**config.mk**
```make
export PLATFORM = sky130hd
export DESIGN_NAME = chs_sequencer
export DESIGN_NICKNAME = d
export VERILOG_FILES = /design/src/rtl/chs_pkg.sv /design/src/rtl/chs_shift_mul.sv /design/src/rtl/chs_range_check.sv /design/src/rtl/chs_pos_step.sv /design/src/rtl/chs_sequencer.sv
export SDC_FILE = /design/constraint.sdc
export NUM_CORES = 1
export LEC_CHECK = 0
export BUFFER_PORTS_ARGS = -buffer_cell sky130_fd_sc_hd__buf_4
export CAP_MARGIN = 20
export CORE_ASPECT_RATIO = 0.6
export CORE_MARGIN = 2
export CORE_UTILIZATION = 30
export CTS_CLUSTER_SIZE = 40
export DETAILED_ROUTE_END_ITERATION = 6
export PLACE_DENSITY = 0.48
export SYNTH_ARGS = -nofsm -noshare
export SYNTH_HDL_FRONTEND = slang
export SYNTH_SLANG_ARGS = --single-unit
```
**constraint.sdc**
```tcl
create_clock -name clk -period 3.75 [get_ports clk]
set_clock_uncertainty 0.05 [all_clocks]
set_input_delay 0.75 -clock clk [delete_from_list [all_inputs] [get_ports clk]]
set_output_delay 0.75 -clock clk [all_outputs]
set_load 0.1 [all_outputs]
```
**src/rtl/chs_pkg.sv**
```systemverilog
package chs_pkg;

    typedef enum logic [1:0] {
        OP_XFER  = 2'd0,
        OP_SEEK  = 2'd1,
        OP_PARK  = 2'd2,
        OP_RECAL = 2'd3
    } op_e;

    typedef enum logic [1:0] {
        CHK_OK,
        CHK_WRONG_CYL,
        CHK_HEAD,
        CHK_SECT
    } chk_e;

    typedef enum logic [2:0] {
        ST_IDLE,
        ST_CHECK,
        ST_LD_TRK,
        ST_WAIT_TRK,
        ST_LD_LBA,
        ST_WAIT_LBA,
        ST_PRESENT,
        ST_FINISH
    } st_e;

endpackage

```
**src/rtl/chs_shift_mul.sv**
```systemverilog
module chs_shift_mul #(
    parameter int AW = 14,
    parameter int BW = 8,
    parameter int PW = 22
) (
    input  logic          clk,
    input  logic          rst_n,
    input  logic          load,
    input  logic [AW-1:0] a,
    input  logic [BW-1:0] b,
    output logic          idle,
    output logic [PW-1:0] prod
);
    localparam int CNT_W = $clog2(BW + 1);

    logic [PW-1:0]    acc;
    logic [PW-1:0]    mcand;
    logic [BW-1:0]    mplier;
    logic [CNT_W-1:0] cnt;

    always_ff @(posedge clk) begin
        if (!rst_n) begin
            acc    <= '0;
            mcand  <= '0;
            mplier <= '0;
            cnt    <= '0;
        end else if (load) begin
            acc    <= '0;
            mcand  <= PW'(a);
            mplier <= b;
            cnt    <= CNT_W'(BW);
        end else if (cnt != '0) begin
            if (mplier[0]) begin
                acc <= acc + mcand;
            end
            mcand  <= mcand << 1;
            mplier <= mplier >> 1;
            cnt    <= cnt - 1'b1;
        end
    end

    assign idle = (cnt == '0);
    assign prod = acc;

endmodule

```
**src/rtl/chs_range_check.sv**
```systemverilog
module chs_range_check
    import chs_pkg::*;
#(
    parameter int CYL_W  = 10,
    parameter int HEAD_W = 4,
    parameter int SECT_W = 8
) (
    input  logic [CYL_W-1:0]  req_cyl,
    input  logic [CYL_W-1:0]  cur_cyl,
    input  logic [HEAD_W-1:0] req_head,
    input  logic [SECT_W-1:0] req_sect,
    input  logic [HEAD_W:0]   geo_heads,
    input  logic [SECT_W-1:0] geo_spt,
    output chk_e              verdict
);
    always_comb begin
        if (req_cyl != cur_cyl) begin
            verdict = CHK_WRONG_CYL;
        end else if ({1'b0, req_head} >= geo_heads) begin
            verdict = CHK_HEAD;
        end else if ((req_sect == '0) || (req_sect > geo_spt)) begin
            verdict = CHK_SECT;
        end else begin
            verdict = CHK_OK;
        end
    end

endmodule

```
**src/rtl/chs_pos_step.sv**
```systemverilog
module chs_pos_step #(
    parameter int CYL_W  = 10,
    parameter int HEAD_W = 4,
    parameter int SECT_W = 8
) (
    input  logic [CYL_W-1:0]  cyl,
    input  logic [HEAD_W-1:0] head,
    input  logic [SECT_W-1:0] sect,
    input  logic [CYL_W:0]    geo_cyls,
    input  logic [HEAD_W:0]   geo_heads,
    input  logic [SECT_W-1:0] geo_spt,
    output logic [CYL_W-1:0]  nxt_cyl,
    output logic [HEAD_W-1:0] nxt_head,
    output logic [SECT_W-1:0] nxt_sect,
    output logic              cyl_inc,
    output logic              overflow
);
    logic [CYL_W:0]  cyl_up;
    logic [HEAD_W:0] head_up;

    assign cyl_up  = {1'b0, cyl} + 1'b1;
    assign head_up = {1'b0, head} + 1'b1;

    always_comb begin
        nxt_cyl  = cyl;
        nxt_head = head;
        nxt_sect = sect + 1'b1;
        cyl_inc  = 1'b0;
        overflow = 1'b0;
        if (sect >= geo_spt) begin
            nxt_sect = SECT_W'(1);
            if (head_up >= geo_heads) begin
                nxt_head = '0;
                if (cyl_up >= geo_cyls) begin
                    overflow = 1'b1;
                end else begin
                    nxt_cyl = cyl_up[CYL_W-1:0];
                    cyl_inc = 1'b1;
                end
            end else begin
                nxt_head = head_up[HEAD_W-1:0];
            end
        end
    end

endmodule

```
**src/rtl/chs_sequencer.sv**
```systemverilog
module chs_sequencer
    import chs_pkg::*;
#(
    parameter int CYL_W  = 10,
    parameter int HEAD_W = 4,
    parameter int SECT_W = 8,
    parameter int CNT_W  = 8
) (
    input  logic                            clk,
    input  logic                            rst_n,
    input  logic [CYL_W:0]                  geo_cyls,
    input  logic [HEAD_W:0]                 geo_heads,
    input  logic [SECT_W-1:0]               geo_spt,
    input  logic                            cmd_valid,
    input  logic [1:0]                      cmd_op,
    input  logic [7:0]                      cmd_cyl_lo,
    input  logic [CYL_W-9:0]                cmd_cyl_hi,
    input  logic [HEAD_W-1:0]               cmd_head,
    input  logic [SECT_W-1:0]               cmd_sect,
    input  logic [CNT_W-1:0]                cmd_count,
    input  logic                            cmd_autoseek,
    input  logic                            step,
    output logic                            busy,
    output logic                            addr_valid,
    output logic [CYL_W+HEAD_W+SECT_W-1:0]  lba,
    output logic                            done,
    output logic                            err_wrong_cyl,
    output logic                            err_cyl,
    output logic                            err_sector,
    output logic                            seek_end,
    output logic [CYL_W-1:0]                cur_cyl
);
    localparam int TRK_W = CYL_W + HEAD_W;
    localparam int LBA_W = TRK_W + SECT_W;
    localparam int MB_W  = (HEAD_W + 1 > SECT_W) ? HEAD_W + 1 : SECT_W;

    st_e               state, nxt_state;
    logic [CYL_W-1:0]  req_cyl;
    logic [HEAD_W-1:0] req_head;
    logic [SECT_W-1:0] req_sect;
    logic [CNT_W-1:0]  remain;
    logic [TRK_W-1:0]  trk;
    logic [LBA_W-1:0]  lba_q;

    logic [CYL_W-1:0]  tgt_cyl;
    logic              tgt_ok;
    logic [CYL_W-1:0]  park_cyl;
    chk_e              verdict;

    logic [CYL_W-1:0]  st_cyl;
    logic [HEAD_W-1:0] st_head;
    logic [SECT_W-1:0] st_sect;
    logic              st_cyl_inc;
    logic              st_ovf;

    logic              mul_load;
    logic [TRK_W-1:0]  mul_a;
    logic [MB_W-1:0]   mul_b;
    logic              mul_idle;
    logic [LBA_W-1:0]  mul_prod;

    assign tgt_cyl  = {cmd_cyl_hi, cmd_cyl_lo};
    assign tgt_ok   = ({1'b0, tgt_cyl} < geo_cyls);
    assign park_cyl = CYL_W'(geo_cyls - 1'b1);

    chs_range_check #(
        .CYL_W (CYL_W),
        .HEAD_W(HEAD_W),
        .SECT_W(SECT_W)
    ) u_check (
        .req_cyl  (req_cyl),
        .cur_cyl  (cur_cyl),
        .req_head (req_head),
        .req_sect (req_sect),
        .geo_heads(geo_heads),
        .geo_spt  (geo_spt),
        .verdict  (verdict)
    );

    chs_pos_step #(
        .CYL_W (CYL_W),
        .HEAD_W(HEAD_W),
        .SECT_W(SECT_W)
    ) u_step (
        .cyl      (req_cyl),
        .head     (req_head),
        .sect     (req_sect),
        .geo_cyls (geo_cyls),
        .geo_heads(geo_heads),
        .geo_spt  (geo_spt),
        .nxt_cyl  (st_cyl),
        .nxt_head (st_head),
        .nxt_sect (st_sect),
        .cyl_inc  (st_cyl_inc),
        .overflow (st_ovf)
    );

    assign mul_load = (state == ST_LD_TRK) || (state == ST_LD_LBA);
    assign mul_a    = (state == ST_LD_TRK) ? TRK_W'(req_cyl) : trk;
    assign mul_b    = (state == ST_LD_TRK) ? MB_W'(geo_heads) : MB_W'(geo_spt);

    chs_shift_mul #(
        .AW(TRK_W),
        .BW(MB_W),
        .PW(LBA_W)
    ) u_mul (
        .clk  (clk),
        .rst_n(rst_n),
        .load (mul_load),
        .a    (mul_a),
        .b    (mul_b),
        .idle (mul_idle),
        .prod (mul_prod)
    );

    // Next-state decision
    always_comb begin
        nxt_state = state;
        unique case (state)
            ST_IDLE: begin
                if (cmd_valid) begin
                    if ((op_e'(cmd_op) == OP_XFER) && (cmd_count != '0) &&
                        !(cmd_autoseek && !tgt_ok)) begin
                        nxt_state = ST_CHECK;
                    end else begin
                        nxt_state = ST_FINISH;
                    end
                end
            end
            ST_CHECK:    nxt_state = (verdict == CHK_OK) ? ST_LD_TRK : ST_FINISH;
            ST_LD_TRK:   nxt_state = ST_WAIT_TRK;
            ST_WAIT_TRK: nxt_state = mul_idle ? ST_LD_LBA : ST_WAIT_TRK;
            ST_LD_LBA:   nxt_state = ST_WAIT_LBA;
            ST_WAIT_LBA: nxt_state = mul_idle ? ST_PRESENT : ST_WAIT_LBA;
            ST_PRESENT: begin
                if (step) begin
                    if ((remain == CNT_W'(1)) || st_ovf) begin
                        nxt_state = ST_FINISH;
                    end else begin
                        nxt_state = ST_CHECK;
                    end
                end
            end
            ST_FINISH:   nxt_state = ST_IDLE;
            default:     nxt_state = ST_IDLE;
        endcase
    end

    // State register and datapath registers
    always_ff @(posedge clk) begin
        if (!rst_n) begin
            state         <= ST_IDLE;
            cur_cyl       <= '0;
            req_cyl       <= '0;
            req_head      <= '0;
            req_sect      <= '0;
            remain        <= '0;
            trk           <= '0;
            lba_q         <= '0;
            err_wrong_cyl <= 1'b0;
            err_cyl       <= 1'b0;
            err_sector    <= 1'b0;
            seek_end      <= 1'b0;
        end else begin
            state <= nxt_state;
            unique case (state)
                ST_IDLE: begin
                    if (cmd_valid) begin
                        err_wrong_cyl <= 1'b0;
                        err_cyl       <= 1'b0;
                        err_sector    <= 1'b0;
                        seek_end      <= 1'b0;
                        unique case (op_e'(cmd_op))
                            OP_SEEK: begin
                                if (tgt_ok) begin
                                    cur_cyl  <= tgt_cyl;
                                    seek_end <= 1'b1;
                                end else begin
                                    err_cyl <= 1'b1;
                                end
                            end
                            OP_PARK: begin
                                if (geo_cyls != '0) begin
                                    cur_cyl  <= park_cyl;
                                    seek_end <= 1'b1;
                                end else begin
                                    err_cyl <= 1'b1;
                                end
                            end
                            OP_RECAL: cur_cyl <= '0;
                            OP_XFER: begin
                                req_cyl  <= tgt_cyl;
                                req_head <= cmd_head;
                                req_sect <= cmd_sect;
                                remain   <= cmd_count;
                                if (cmd_autoseek) begin
                                    if (tgt_ok) begin
                                        cur_cyl <= tgt_cyl;
                                    end else begin
                                        err_cyl <= 1'b1;
                                    end
                                end
                            end
                            default: ;
                        endcase
                    end
                end
                ST_CHECK: begin
                    unique case (verdict)
                        CHK_WRONG_CYL: err_wrong_cyl <= 1'b1;
                        CHK_HEAD:      err_cyl       <= 1'b1;
                        CHK_SECT:      err_sector    <= 1'b1;
                        default:       ;
                    endcase
                end
                ST_WAIT_TRK: begin
                    if (mul_idle) begin
                        trk <= TRK_W'(mul_prod) + TRK_W'(req_head);
                    end
                end
                ST_WAIT_LBA: begin
                    if (mul_idle) begin
                        lba_q <= mul_prod + LBA_W'(req_sect) - LBA_W'(1);
                    end
                end
                ST_PRESENT: begin
                    if (step && (remain != CNT_W'(1))) begin
                        remain <= remain - 1'b1;
                        if (st_ovf) begin
                            err_cyl <= 1'b1;
                        end else begin
                            req_cyl  <= st_cyl;
                            req_head <= st_head;
                            req_sect <= st_sect;
                            if (st_cyl_inc) begin
                                cur_cyl <= st_cyl;
                            end
                        end
                    end
                end
                default: ;
            endcase
        end
    end

    // Outputs decoded from the state
    always_comb begin
        busy       = (state != ST_IDLE);
        addr_valid = (state == ST_PRESENT);
        done       = (state == ST_FINISH);
        lba        = lba_q;
    end

endmodule

```
# [Word-level counts from Yosys, hierarchy flattened]
# Cells that the tools add are included.
[totals] inputBits=61 output_inout_bits=39 elab_cells=175 ff_bits=139
[op_classes] eq_ne=29 n_reduce_logical=35 bitwise_logic=1 add_sub_neg=10 order_cmp=6 n_mux=76
[ops] op="$mux 10" count=14
[ops] op="$mux 8" count=11
[ops] op="$mux 14" count=3
[ops] op="$pmux 10 s2" count=2
[ops] op="$pmux 10 s4" count=1
[ops] op="$mux 4" count=8
[ops] op="$pmux 8 s2" count=2
[ops] op="$pmux 3 s8" count=1
[ops] op="$add 22x22->22" count=1
[ops] op="$add 22x8->22" count=1
[ops] op="$sub 22x1->22 const B" count=1
[ops] op="$mux 1" count=18
[ops] op="$mux 3" count=6
[ops] op="$add 14x4->14" count=1
[ops] op="$eq 3x3->1 const B" count=4
[ops] op="$ne 2x1->1 const B" count=6
[ops] op="$add 10x1->11 const B" count=1
[ops] op="$ge 11x11->1" count=1
[ops] op="$lt 10x11->1" count=1
[ops] op="$reduce_bool 11->1" count=1
[ops] op="$ne 10x10->1" count=1
[ops] op="$ne 2x2->1 const B" count=5
[ops] op="$reduce_and 2->1" count=5
[ops] op="$reduce_and 5->1" count=2
[ops] op="other kinds (37)" count=60

# [Longest topological paths before layout]
[logic_depth] ltp_word=9 ltp_mapped=20 mapped_depth_nobuf=14

# [Modules after synthesis]
# Synthesis repeated with hierarchy kept, for this count alone.
[hier_totals] hier_cells=1446 hier_area_um2=11178.2
[by_module_without_submodules] module="chs_sequencer" cells_each=790 area_per_inst_um2=6253.5 n_inst=1 seq_area_each_um2=1661.6
[by_module_without_submodules] module="chs_shift_mul" cells_each=437 area_per_inst_um2=3319.4 n_inst=1 seq_area_each_um2=1121.1
[by_module_without_submodules] module="chs_pos_step" cells_each=156 area_per_inst_um2=1162.4 n_inst=1 seq_area_each_um2=0.0
[by_module_without_submodules] module="chs_range_check" cells_each=63 area_per_inst_um2=442.9 n_inst=1 seq_area_each_um2=0.0

# [Worst setup path before layout]
# No wires, ideal clock.
[synth_timing] path_kind="reg2reg" from="reg req_cyl[0]" to="reg req_cyl[9]" arrival_ns=3.578 setup_time_ns=0.129 n_path_buf=5 t_required_ns=3.571 stages_incl_launch_ff=20 setup_slack_ns=-0.007 period_less_slack_ns=3.757 cell_sequence="dfxtp_1 > ha_1 > and3_1 > clkbuf_1 > and3_1 > clkbuf_1 > and3_1 > buf_2 > xor2_1 > ha_1 > a2111oi_2 > o21ai_1 > a21oi_2 > o21ai_2 > a221oi_4 > buf_4 > buf_4 > a21oi_1 > o211ai_1 > o31ai_2"
[synth_via] elab_chain_len=8 word_cells_on_any_way=13 classes_between="1 x add/sub; 1 x order compare; 1 x eq/ne; 9 x mux; 1 x reduce/logical"
[synth_lines] element="start, declared" line="chs_sequencer.sv:38" text="logic [CYL_W-1:0] req_cyl;"
[synth_lines] element="start signal, assigned" line="chs_sequencer.sv:192" text="req_cyl <= tgt_cyl;"
[synth_lines] element="start signal, assigned" line="chs_sequencer.sv:232" text="req_cyl <= st_cyl;"
[synth_lines] element="$add 10x1->11 (*)" line="chs_pos_step.sv:21" text="assign cyl_up = {1'b0, cyl} + 1'b1;"
[synth_lines] element="$ge 11x11->1" line="chs_pos_step.sv:34" text="if (cyl_up >= geo_cyls) begin"
[synth_lines] element="$mux 10" line="chs_pos_step.sv:34"
[synth_lines] element="$mux 10" line="chs_pos_step.sv:32" text="if (head_up >= geo_heads) begin"
[synth_lines] element="$mux 10" line="chs_pos_step.sv:30" text="if (sect >= geo_spt) begin"
[synth_lines] element="$mux 10" line="chs_sequencer.sv:229" text="if (st_ovf) begin"
[synth_lines] element="$mux 10" line="chs_sequencer.sv:227" text="if (step && (remain != CNT_W'(1))) begin"
[synth_lines] element="$pmux 10 s2" line="chs_sequencer.sv:166" text="unique case (state)"
# Every way passes the cells marked *; elsewhere a longest branch is shown, timed or not. The select of a mux whose other input is x is not followed.
# A chain may end at the register's enable or synchronous reset.

# [Final worst setup path]
[layout_timing] from="reg req_cyl[0]" to="reg cur_cyl[5]"
[layout_via] elab_chain_len=9 word_cells_on_any_way=18 classes_between="1 x add/sub; 1 x order compare; 2 x eq/ne; 13 x mux; 1 x reduce/logical"
[layout_lines] element="$add 10x1->11 (*)" line="chs_pos_step.sv:21"
[layout_lines] element="$ge 11x11->1" line="chs_pos_step.sv:34"
[layout_lines] element="$mux 10" line="chs_pos_step.sv:34"
[layout_lines] element="$mux 10" line="chs_pos_step.sv:32"
[layout_lines] element="$mux 10" line="chs_pos_step.sv:30"
[layout_lines] element="$mux 10" line="chs_sequencer.sv:235" text="if (st_cyl_inc) begin"
[layout_lines] element="$mux 10" line="chs_sequencer.sv:229"
[layout_lines] element="$mux 10" line="chs_sequencer.sv:227"
[layout_lines] element="$pmux 10 s2" line="chs_sequencer.sv:166"
[layout_lines] element="end signal, assigned" line="chs_sequencer.sv:176" text="cur_cyl <= tgt_cyl;"
[layout_lines] element="end signal, assigned" line="chs_sequencer.sv:184" text="cur_cyl <= park_cyl;"
[layout_lines] element="end signal, assigned" line="chs_sequencer.sv:236" text="cur_cyl <= st_cyl;"
[layout_lines] element="end, declared" line="chs_sequencer.sv:31" text="output logic [CYL_W-1:0] cur_cyl"
# Marks and branches as above.

==> results.json <==
{
  "wl_met3_um": 2150,
  "grt-ovfl-total": 0,
  "htree_levels": 4,
  "timing.final.crit_share": 0.957,
  "synth.most_common_cell": "nand2_1",
  "hold_path_end": "lba[6]",
  "final_layout_size_suffix_gt1_frac": 0.156,
  "switching_share": 0.474,
  "rr_startpoint": "req_cyl[0]",
  "dpl_cell_area_mm2": 0.0118,
  "finalWirelength_um": 35000,
  "cpPeakStageDelay_ps": 450,
  "power.internal_mw": 4.41,
  "worst_slack_ps": 162,
  "p_comb_frac": 0.555,
  "final_area_mm2": 0.0124,
  "final_nets": 1615,
  "p_sw_mw": 3.97,
  "synth_cells": 1347,
  "critPathMaxFanout": 6,
  "ys_ff_latch": 139,
  "status": "finished, final reports clean",
  "finalSetupTns_ps": 0,
  "avgSynthCellArea_um2": 7.73,
  "vias_per_cell": 5.22,
  "vias": 9998,
  "power_mw": 8.38,
  "crit_top_cell": "and3_1",
  "wl_per_cell_um": 18.3,
  "cts_tree": "built",
  "peakVddDrop_v": 0.000261,
  "die_area_mm2": 0.0362,
  "netlist.area_leader.share": 0.267,
  "setup_viol": 0,
  "coreArea_mm2": 0.0340,
  "cts_inserted_buffers": 17,
  "p_leak_nw": 5.32,
  "grt_max_degree": 51,
  "synth.distinct_cells": 83,
  "dp_cells": 1881,
  "synth_area_mm2": 0.0104,
  "yosys.area.top_type": "dfxtp_1",
  "critPathSlowestCell": "a221oi_4",
  "first_iter_violations": 848,
  "drtPass1Iterations": 6,
  "topRoutingLayerUsed": "met4",
  "ys_async_sr_fraction": 0,
  "stdcell_count": 1915,
  "crit_type": "register to register",
  "final_util": 0.366,
  "initial_core_util": 0.306,
  "synth_commonest_cells": "nand2_1, dfxtp_1, a21oi_1, ha_1, inv_1",
  "r2r_slack_ps": 160,
  "critPathLaunchType": "register",
  "cp_data_required_time_ps": 4050,
  "wl_met1_um": 19400,
  "fp.dieW_um": 244,
  "max_slew_margin": 0.411,
  "antenna_found_initial": 0,
  "diodes": 0,
  "clkPwrFrac": 0.191,
  "portBuffers": 99,
  "worstHoldPathType": "register to register",
  "pre_cts_ws_ps": 58.0,
  "tightest_slew_ps": 875,
  "clkTransAtPathRegs_ps": 60,
  "grt_pass1_vias": 9429,
  "worstReg2RegEnd": "cur_cyl[5]",
  "track_usage": 0.192,
  "post-route-min-period_ps": 3590,
  "grt_pass1_wl_um": 54100,
  "fmax_ghz": 0.279,
  "power_frac_seq": 0.253,
  "rows": 52,
  "slew_violations": 0,
  "cts_sinks": 139,
  "ant_nets": 0,
  "endpoint_kind": "register",
  "synth_edf_count": 0,
  "synth_area_leaders": "dfxtp_1, ha_1, a21oi_1",
  "hold_violations": 0,
  "hp-start": "lba[6]",
  "drc": 0,
  "power.density_mw_per_mm2": 674,
  "cp_cell_sequence": "and3_4 -> and3_1 -> and3_1 -> nand3_1 -> xnor2_1 -> ha_1 -> a2111oi_2 -> o21ai_1 -> a21oi_2 -> o21ai_2 -> a221oi_4 -> buf_4 -> clkbuf_16 -> a21o_1 -> a21oi_1 -> o32ai_1",
  "ys_warn_count": 0,
  "holdWs_ps": 399,
  "gp_congestion": 0.829,
  "crit_arrival_ps": 3890,
  "r2r_cells": 16,
  "area_delta_synth_final_pct": 19.5,
  "root_buffer": "clkbuf_16",
  "syn-num-nets": 1517,
  "die_h_um": 148,
  "ys.flop_type": "dfxtp_1",
  "maxCapViolCount": 0,
  "ys_seq_area_frac": 0.267,
  "clkLatencyLatePin_ps": 440,
  "io_pins": 100,
  "min_delay_path_depth": 2,
  "dpl.hpwl_um": 26900,
  "ctsLongestPathBuffers": 2,
  "met2_length_um": 13200
}
[worst max-delay path by stage]
stage,start,end,cells after the start
floorplan,req_cyl[0],req_cyl[9],19
global placement,req_cyl[1],req_cyl[9],15
detailed placement,req_cyl[1],req_cyl[9],15
CTS,req_cyl[1],req_cyl[9],15
global route,req_cyl[0],cur_cyl[3],16
finish,req_cyl[0],cur_cyl[5],16
[cells in the final DEF, fill, tap and decap left out, types with 18 or more instances in the layout]
master	synthesis	routed
a211oi_1	37	37
a21o_1	27	27
ha_1	106	105
and3_1	20	18
nor2b_1	18	18
nand2_1	165	165
o21ai_0	74	74
clkbuf_16	0	19
buf_4	6	150
dfxtp_1	139	137
nor2_1	83	82
xnor2_1	54	54
nor3_1	25	25
a21oi_1	133	133
nand3_1	32	32
inv_1	98	97
[cell families after synthesis]
kind of cell             after synthesis  share of synthesized area
adder cells (fa/ha/maj)              109                      0.133
multiplexers                           9                    0.00902
AND/OR/NAND/NOR                      417                      0.188
XOR/XNOR                              70                     0.0589
flip-flops                           139                      0.267
buffers and inverters                175                     0.0673
AO/OA/AOI/OAI                        428                      0.276
[registers in the layout, indices dropped and copies added (netlist names)]
| signal | cells |
|---|---|
| err_sector | 1 |
| remain | 8 |
| trk | 14 |
| req_head | 4 |
| u_mul.mcand | 22 |
| lba | 22 |
| cur_cyl | 10 |
| u_mul.prod | 22 |
| u_mul.mplier | 8 |
| err_cyl | 1 |
| req_sect | 8 |
| err_wrong_cyl | 1 |
| u_mul.cnt | 4 |
| state | 3 |
| req_cyl | 10 |
| seek_end | 1 |
[final cells by class]
| type | count | area (µm²) |
|---|---|---|
| clock buffers | 29 | 531 |
| fillers | 3590 | 21500 |
| repair buffers | 154 | 1200 |
| inverters | 100 | 375 |
| flip-flops and latches | 139 | 2790 |
| clock inverters | 1 | 5.00 |
| multi-input cells | 1033 | 6960 |
| well taps | 459 | 574 |
[power by group through the flow]
stage / logic (mW) / registers (mW) / clock network, mW
after floorplan: 2.94 / 2.57 / 0
after global placement: 4.59 / 2.14 / 0
after detailed placement: 4.61 / 2.14 / 0
after CTS: 4.64 / 2.11 / 1.64
after global routing: 5.11 / 2.17 / 1.71
final: 4.65 / 2.12 / 1.60
[critical path, delay by kind of cell (launching register included)]
kind | cells | cell delay, ps
fa+ha+maj | 1 | 320
xor+xnor | 1 | 160
buf+inv | 2 | 330
flops | 1 | 370
simple gates | 4 | 690
compound gates | 8 | 1570
[timing repair]
action | in CTS | in global routing
hold buffers | 0 | 0
endpoints found under the setup margin | 0 | 17
gates resized for setup | 0 | 11
setup buffers | 0 | 2
[per-layer routing]
layer	track usage	vias up
li1	-	5010
met3	0.0476	16
met2	0.255	254
met4	0.0296	0
met5	0	-
met1	0.306	4718
Power figures use the tool's default switching activity.
